==> config.mk <==
export PLATFORM = sky130hd
export DESIGN_NAME = async_strobe_ctrl
export DESIGN_NICKNAME = d
export VERILOG_FILES = /design/src/rtl/asc_pkg.sv /design/src/rtl/asc_timing.sv /design/src/rtl/asc_sequencer.sv /design/src/rtl/asc_datapath.sv /design/src/rtl/async_strobe_ctrl.sv
export SDC_FILE = /design/constraint.sdc
export NUM_CORES = 1
export LEC_CHECK = 0
export ABC_AREA = 1
export CORE_AREA = 3 3 135 105
export CTS_CLUSTER_SIZE = 40
export DETAILED_ROUTE_END_ITERATION = 8
export DIE_AREA = 0 0 138 108
export PLACE_DENSITY = 0.76
export SYNTH_ARGS = -nofsm -noshare
export SYNTH_HDL_FRONTEND = slang
export SYNTH_HIERARCHICAL = 1
export SYNTH_SLANG_ARGS = --single-unit
==> constraint.sdc <==
create_clock -name clk -period 3.1 [get_ports clk]
set_input_delay 0.62 -clock clk [delete_from_list [all_inputs] [get_ports clk]]
set_output_delay 0.62 -clock clk [all_outputs]
set_load 0.005 [all_outputs]
==> src/rtl/asc_pkg.sv <==
// Shared types for the asynchronous memory cycle sequencer.
// Assumes: nothing beyond IEEE 1800-2017.
package asc_pkg;

    // Phase of the external cycle; IDLE is the only phase with chip enable high.
    typedef enum logic [2:0] {
        PH_IDLE   = 3'd0,
        PH_SETUP  = 3'd1,
        PH_STROBE = 3'd2,
        PH_HOLD   = 3'd3,
        PH_ACK    = 3'd4,
        PH_GAP    = 3'd5
    } phase_e;

endpackage

==> src/rtl/asc_timing.sv <==
// Selects the read or write timing fields for the current access and applies
// the minimum clamps: setup >= 1 (>= 2 when the access opens a run),
// strobe >= 1, hold unchanged (0 legal).
// Assumes: SW >= 2 so that the value 2 fits in the setup field.
module asc_timing #(
    parameter int SW = 4,
    parameter int TW = 6,
    parameter int HW = 2
) (
    input  logic          is_write,
    input  logic          lead,
    input  logic [SW-1:0] rd_setup,
    input  logic [TW-1:0] rd_strobe,
    input  logic [HW-1:0] rd_hold,
    input  logic [SW-1:0] wr_setup,
    input  logic [TW-1:0] wr_strobe,
    input  logic [HW-1:0] wr_hold,
    output logic [SW-1:0] setup_len,
    output logic [TW-1:0] strobe_len,
    output logic [HW-1:0] hold_len
);

    localparam logic [SW-1:0] SETUP_MIN_RUN  = SW'(1);
    localparam logic [SW-1:0] SETUP_MIN_LEAD = SW'(2);
    localparam logic [TW-1:0] STROBE_MIN     = TW'(1);

    logic [SW-1:0] raw_setup;
    logic [TW-1:0] raw_strobe;
    logic [SW-1:0] setup_floor;

    // Pick the field set that matches the direction of the access.
    always_comb begin
        raw_setup  = is_write ? wr_setup  : rd_setup;
        raw_strobe = is_write ? wr_strobe : rd_strobe;
        hold_len   = is_write ? wr_hold   : rd_hold;
    end

    // Apply the minimum setup and strobe lengths.
    always_comb begin
        setup_floor = lead ? SETUP_MIN_LEAD : SETUP_MIN_RUN;
        setup_len   = (raw_setup < setup_floor) ? setup_floor : raw_setup;
        strobe_len  = (raw_strobe == '0) ? STROBE_MIN : raw_strobe;
    end

endmodule

==> src/rtl/asc_sequencer.sv <==
// Phase sequencer: walks setup, strobe and hold with one down-counter,
// inserts the second halfword fetch of a ROM read, then spends one
// acknowledge cycle and one run-continuation cycle with chip enable low.
// Assumes: timing lengths are already clamped (setup, strobe >= 1).
module asc_sequencer
    import asc_pkg::*;
#(
    parameter int SW = 4,
    parameter int TW = 6,
    parameter int HW = 2,
    parameter int CW = 6
) (
    input  logic          clk,
    input  logic          rst_n,
    input  logic          req_valid,
    input  logic          req_write,
    input  logic          rom16_en,
    input  logic [SW-1:0] setup_len,
    input  logic [TW-1:0] strobe_len,
    input  logic [HW-1:0] hold_len,
    output phase_e        phase,
    output logic          op_write,
    output logic          rom_op,
    output logic          half_sel,
    output logic          accept,
    output logic          capture,
    output logic          timing_write,
    output logic          timing_lead
);

    localparam logic [CW-1:0] CNT_ONE = CW'(1);

    phase_e        phase_d;
    logic [CW-1:0] cnt_q;
    logic [CW-1:0] cnt_d;
    logic          half_d;
    logic          finish;

    // A request is taken only while idle or in the continuation cycle.
    assign accept       = ((phase == PH_IDLE) || (phase == PH_GAP)) && req_valid;
    // Timing follows the incoming request while accepting, else the latched one.
    assign timing_write = accept ? req_write : op_write;
    assign timing_lead  = (phase == PH_IDLE);
    // Read data is sampled on the last strobe cycle.
    assign capture      = (phase == PH_STROBE) && (cnt_q == '0) && !op_write;

    // Next phase, counter and halfword selection.
    always_comb begin
        phase_d = phase;
        cnt_d   = cnt_q;
        half_d  = half_sel;
        finish  = 1'b0;
        case (phase)
            PH_IDLE, PH_GAP: begin
                if (req_valid) begin
                    phase_d = PH_SETUP;
                    cnt_d   = CW'(setup_len) - CNT_ONE;
                    half_d  = 1'b0;
                end else begin
                    phase_d = PH_IDLE;
                end
            end
            PH_SETUP: begin
                if (cnt_q == '0) begin
                    phase_d = PH_STROBE;
                    cnt_d   = CW'(strobe_len) - CNT_ONE;
                end else begin
                    cnt_d = cnt_q - CNT_ONE;
                end
            end
            PH_STROBE: begin
                if (cnt_q == '0) begin
                    if (hold_len != '0) begin
                        phase_d = PH_HOLD;
                        cnt_d   = CW'(hold_len) - CNT_ONE;
                    end else begin
                        finish = 1'b1;
                    end
                end else begin
                    cnt_d = cnt_q - CNT_ONE;
                end
            end
            PH_HOLD: begin
                if (cnt_q == '0) begin
                    finish = 1'b1;
                end else begin
                    cnt_d = cnt_q - CNT_ONE;
                end
            end
            PH_ACK:  phase_d = PH_GAP;
            default: phase_d = PH_IDLE;
        endcase
        if (finish) begin
            if (rom_op && !half_sel) begin
                half_d  = 1'b1;
                phase_d = PH_SETUP;
                cnt_d   = CW'(setup_len) - CNT_ONE;
            end else begin
                phase_d = PH_ACK;
            end
        end
    end

    // Phase state, counter and halfword flag registers.
    always_ff @(posedge clk) begin
        if (!rst_n) begin
            phase    <= PH_IDLE;
            cnt_q    <= '0;
            half_sel <= 1'b0;
        end else begin
            phase    <= phase_d;
            cnt_q    <= cnt_d;
            half_sel <= half_d;
        end
    end

    // Latch the direction and ROM packing of the accepted request.
    always_ff @(posedge clk) begin
        if (!rst_n) begin
            op_write <= 1'b0;
            rom_op   <= 1'b0;
        end else if (accept) begin
            op_write <= req_write;
            rom_op   <= rom16_en && !req_write;
        end
    end

endmodule

==> src/rtl/asc_datapath.sv <==
// Address and data path: holds the word index and write data of the current
// request, forms the external address (word, or halfword in ROM mode) and
// collects read data into two halfword lanes.
// Assumes: DW is even; the word index is byte_addr[AW-1:2].
module asc_datapath #(
    parameter int AW  = 24,
    parameter int DW  = 32,
    parameter int EAW = AW - 1
) (
    input  logic           clk,
    input  logic           rst_n,
    input  logic           accept,
    input  logic [AW-3:0]  word_idx,
    input  logic [DW-1:0]  req_wdata,
    input  logic           rom_op,
    input  logic           half_sel,
    input  logic           capture,
    input  logic [DW-1:0]  mem_din,
    output logic [EAW-1:0] mem_addr,
    output logic [DW-1:0]  mem_dout,
    output logic [DW-1:0]  req_rdata
);

    localparam int HALF = DW / 2;

    logic [AW-3:0] idx_q;
    logic [DW-1:0] wdata_q;

    // Hold address and write data for the whole access.
    always_ff @(posedge clk) begin
        if (!rst_n) begin
            idx_q   <= '0;
            wdata_q <= '0;
        end else if (accept) begin
            idx_q   <= word_idx;
            wdata_q <= req_wdata;
        end
    end

    // Word index alone, or word index shifted up with the halfword select.
    assign mem_addr = rom_op ? {idx_q, half_sel} : {1'b0, idx_q};
    assign mem_dout = wdata_q;

    // One register per halfword lane; ROM mode fills each lane from the low bus half.
    for (genvar g = 0; g < 2; g++) begin : g_lane
        logic [HALF-1:0] lane_q;
        logic            lane_en;

        assign lane_en = capture && (!rom_op || (half_sel == 1'(g)));

        // Capture this lane on the last strobe cycle of its fetch.
        always_ff @(posedge clk) begin
            if (!rst_n) begin
                lane_q <= '0;
            end else if (lane_en) begin
                lane_q <= rom_op ? mem_din[HALF-1:0] : mem_din[g*HALF +: HALF];
            end
        end

        assign req_rdata[g*HALF +: HALF] = lane_q;
    end

endmodule

==> src/rtl/async_strobe_ctrl.sv <==
// Top of the asynchronous memory cycle sequencer. Converts word requests into
// setup/strobe/hold shaped cycles on an asynchronous SRAM/ROM port.
// Assumes: timing fields and rom16_en change only while no request is in
// flight; the requester holds a request until req_ack.
module async_strobe_ctrl
    import asc_pkg::*;
#(
    parameter int AW  = 24,
    parameter int DW  = 32,
    parameter int SW  = 4,
    parameter int TW  = 6,
    parameter int HW  = 2,
    localparam int EAW = AW - 1
) (
    input  logic           clk,
    input  logic           rst_n,
    input  logic           req_valid,
    input  logic           req_write,
    input  logic [AW-1:0]  req_addr,
    input  logic [DW-1:0]  req_wdata,
    output logic           req_ack,
    output logic [DW-1:0]  req_rdata,
    input  logic           rom16_en,
    input  logic [SW-1:0]  rd_setup,
    input  logic [TW-1:0]  rd_strobe,
    input  logic [HW-1:0]  rd_hold,
    input  logic [SW-1:0]  wr_setup,
    input  logic [TW-1:0]  wr_strobe,
    input  logic [HW-1:0]  wr_hold,
    output logic           mem_ce_n,
    output logic           mem_rd_n,
    output logic           mem_wr_n,
    output logic [EAW-1:0] mem_addr,
    output logic [DW-1:0]  mem_dout,
    output logic           mem_dout_en,
    input  logic [DW-1:0]  mem_din
);

    localparam int CW = (TW > SW) ? ((TW > HW) ? TW : HW) : ((SW > HW) ? SW : HW);

    phase_e        phase;
    logic          op_write;
    logic          rom_op;
    logic          half_sel;
    logic          accept;
    logic          capture;
    logic          timing_write;
    logic          timing_lead;
    logic [SW-1:0] setup_len;
    logic [TW-1:0] strobe_len;
    logic [HW-1:0] hold_len;
    logic          unused_byte_lanes;

    // Byte offset within a word never reaches the port.
    assign unused_byte_lanes = ^req_addr[1:0];

    asc_timing #(.SW(SW), .TW(TW), .HW(HW)) u_timing (
        .is_write   (timing_write),
        .lead       (timing_lead),
        .rd_setup   (rd_setup),
        .rd_strobe  (rd_strobe),
        .rd_hold    (rd_hold),
        .wr_setup   (wr_setup),
        .wr_strobe  (wr_strobe),
        .wr_hold    (wr_hold),
        .setup_len  (setup_len),
        .strobe_len (strobe_len),
        .hold_len   (hold_len)
    );

    asc_sequencer #(.SW(SW), .TW(TW), .HW(HW), .CW(CW)) u_seq (
        .clk          (clk),
        .rst_n        (rst_n),
        .req_valid    (req_valid),
        .req_write    (req_write),
        .rom16_en     (rom16_en),
        .setup_len    (setup_len),
        .strobe_len   (strobe_len),
        .hold_len     (hold_len),
        .phase        (phase),
        .op_write     (op_write),
        .rom_op       (rom_op),
        .half_sel     (half_sel),
        .accept       (accept),
        .capture      (capture),
        .timing_write (timing_write),
        .timing_lead  (timing_lead)
    );

    asc_datapath #(.AW(AW), .DW(DW), .EAW(EAW)) u_data (
        .clk       (clk),
        .rst_n     (rst_n),
        .accept    (accept),
        .word_idx  (req_addr[AW-1:2]),
        .req_wdata (req_wdata),
        .rom_op    (rom_op),
        .half_sel  (half_sel),
        .capture   (capture),
        .mem_din   (mem_din),
        .mem_addr  (mem_addr),
        .mem_dout  (mem_dout),
        .req_rdata (req_rdata)
    );

    // Pin decode from the registered phase.
    always_comb begin
        mem_ce_n    = (phase == PH_IDLE);
        mem_rd_n    = !((phase == PH_STROBE) && !op_write);
        mem_wr_n    = !((phase == PH_STROBE) && op_write);
        mem_dout_en = op_write && ((phase == PH_SETUP) || (phase == PH_STROBE) ||
                                   (phase == PH_HOLD));
        req_ack     = (phase == PH_ACK);
    end

endmodule

==> reports/metrics.csv <==
metric,value,unit
Total Routing Usage GR,19.2,%
"Largest stage delay, worst path",0.38,ns
final setup violation count,0,
Synth cell types,30,
"Reg clk slew, reported paths",0.07,ns
RD Place Congestion,0.938,
Worst R2R Path Depth,28,
CP Max Fanout,8,
DRC,0,
hold path endpoint,u_data/idx_q[16],
IO Count,209,
"Seq/Total Area, Yosys",39.2,%
TritonCTS buffer count,9,
post-DP HPWL,11.0,mm
Worst path top cell family by delay,simple AND/OR/NAND/NOR gates,
min Tclk post-route,2.81,ns
crit end category,flop,
Crit-path slowest cell,dfxtp_4,
crit start category,flop,
CP Buf/Inv Count,8,
DRT Wirelength,14.9,mm
Slew HR,65.7,%
Vias/cell,4.60,
syn nets,906,
status,finished clean,
Slew Limit Fails,0,
critical path type,flop to flop,
H-tree depth,3,
total power,5.90,mW
area fraction of the dominant cell type after synthesis,39.2,%
Die Area,0.0149,mm^2
wire length per cell,12.6,um
DR iter-0 viols,297,
Die X-Extent,138,um
period utilisation layout,90.7,%
CTS Root Cell,clkbuf_16,
cell taking the most area after synthesis,dfxtp_1,
Lkg Pwr,3.45,nW
clock latency at the later pin of the worst-skew pair,0.33,ns
peak supply drop,0.000366,V
vias,5433,
CTS Sinks,98,
post-route ant nets,0,
Mapped Avg Cell Area,6.37,um^2
Util after Layout,60.4,%
Place WS,-0.341,ns
P per Cell Area,758,mW/mm^2
max frequency,356,MHz
final setup margin,0.288,ns
share of cells above drive strength 1,9.31,%
"leading cell type in the layout, fill and taps excluded",clkdlybuf4s50_1,
Port Buf Inserts,206,
Synth Cell Area,0.00500,mm^2
die height,108,um
"Net count, final",1127,
Crit path arrival time,3.03,ns
diode count,0,
Layout area overhead,55.6,%
cell row count,36,
dpl cell area,0.00735,mm^2
r2r endpoint,u_seq/cnt_q[3],
most frequent CP cell,nand2_1,
Hold Path Class,flop to flop,
Clock Tree Buf Depth,2,
skew final,0.00618,ns
most frequent cells in the layout,"clkdlybuf4s50_1, nor2_1, nand2_1",
Area contributors post-synth,"dfxtp_1, nor2_1, nand2_1",
largest net degree at the start of global routing,49,
initial core utilization,38.8,%
worst r2r src,u_seq/phase[2],
core area,0.0129,mm^2
Post-Layout Inst Area,0.00779,mm^2
hold path cells,2,
worst-margin pin slew,0.511,ns
GRT overflow,0,
DRT Pass-1 Iters,5,
reg2reg setup slack,0.29,ns
max capacitance violation total,0,
Final Hold Viols,0,
synthesis-stage register bit count,98,
vias in the first global route,4950,
CTS tree,done,
first-pass GRT wire length,23.8,mm
worst hold path startpoint,u_data/idx_q[16],
Synthesis Warnings,6,
initial antenna violation count,0,
cells after synthesis,785,
CP required,3.32,ns
## cell usage after synthesis
cell / n
buf_2: 18
buf_6: 3
nand3_1: 23
or2_1: 1
o21ai_0: 109
inv_2: 4
mux2i_1: 1
o211ai_1: 1
buf_4: 5
inv_1: 92
nand3b_1: 2
xnor2_1: 2
nor2_2: 3
dfxtp_1: 98
a211oi_1: 1
nand4_1: 4
o21ai_1: 3
nor3_1: 2
nor2_8: 1
or2_0: 1
nand2_1: 159
clkbuf_1: 10
a21oi_1: 37
nand2_2: 6
nand3_2: 3
o21ai_2: 3
nor2_1: 185
ha_1: 4
xor2_1: 1
nor2_4: 3
## worst max-delay path by stage
| stage | from | endpoint | depth (start not counted) | slack (ns) |
|---|---|---|---|---|
| 5_1_grt | u_seq/phase[1] | u_seq/cnt_q[3] | 29 | -0.008 |
| 2_1_floorplan | u_seq/phase[0] | u_seq/cnt_q[4] | 24 | 0.05 |
| 3_5_place_dp | req_valid | u_seq/cnt_q[4] | 23 | -0.34 |
| 6_report | u_seq/phase[2] | u_seq/cnt_q[3] | 28 | 0.29 |
| 4_1_cts | req_valid | u_seq/cnt_q[4] | 23 | 0.02 |
| 3_3_place_gp | req_valid | u_seq/cnt_q[4] | 23 | -0.31 |
## area by class of cell
class,count,area (um^2)
multi-input cells,555,2540
clock buffers,9,225
fillers,1203,5100
repair buffers,246,2360
inverters,96,360
flip-flops and latches,98,1970
clock inverters,6,115
well taps,171,214
## per-layer routing
metal	vias to the layer above	GRT usage [%]	wire, um
met5	-	0	0
met4	0	3.46	127
met3	10	6.81	1310
met2	168	31.1	6660
met1	2368	25.1	6830
li1	2887	-	-
## sequential cells by signal, indices dropped and copies added (netlist names)
name / cells
u_data/g_lane.lane_q: 32
u_data/idx_q: 22
u_data/mem_dout: 32
u_seq/cnt_q: 6
u_seq/half_sel: 1
u_seq/op_write: 1
u_seq/phase: 3
u_seq/rom_op: 1
## where the power goes
part / leakage (nW) / total (mW) / switching, mW / internal (mW)
Sequential: 0.807 / 1.72 / 0.164 / 1.55
Clock: 0.167 / 1.28 / 0.486 / 0.790
Combinational: 2.48 / 2.91 / 1.53 / 1.37
Total: 3.45 / 5.90 / 2.18 / 3.72
## metrics by stage
stage,std cells,TNS (ns),hold slack (ns)
5_1_grt,1181,-0.00783,0.503
3_5_place_dp,1162,-1.48,0.471
3_3_place_gp,1162,-1.32,0.459
6_report,1181,0,0.479
4_1_cts,1177,0,0.481
2_1_floorplan,785,0,0.448
## worst register-to-register path, delay by kind of cell (launching register included)
family	cells	cell delay, ns
simple gates	17	1.25
fa+ha+maj	1	0.17
buf+inv	8	0.66
compound gates	2	0.23
flops	1	0.38
## timing repair
item | in CTS | in global routing
resized for setup | 0 | 22
setup endpoints to repair | 0 | 5
setup buffers | 0 | 4
hold buffers | 0 | 0
## logic make-up (layout without fill, tap and decap cells)
logic type,count (synthesis),count (layout),share of synthesized area (%)
buffers and inverters,132,357,11.2
adder cells (fa/ha/maj),4,4,1.00
AND/OR/NAND/NOR,393,393,32.2
flip-flops,98,98,39.2
multiplexers,1,1,0.200
XOR/XNOR,3,3,0.525
AO/OA/AOI/OAI,154,154,15.7
Power figures use the tool's default switching activity.
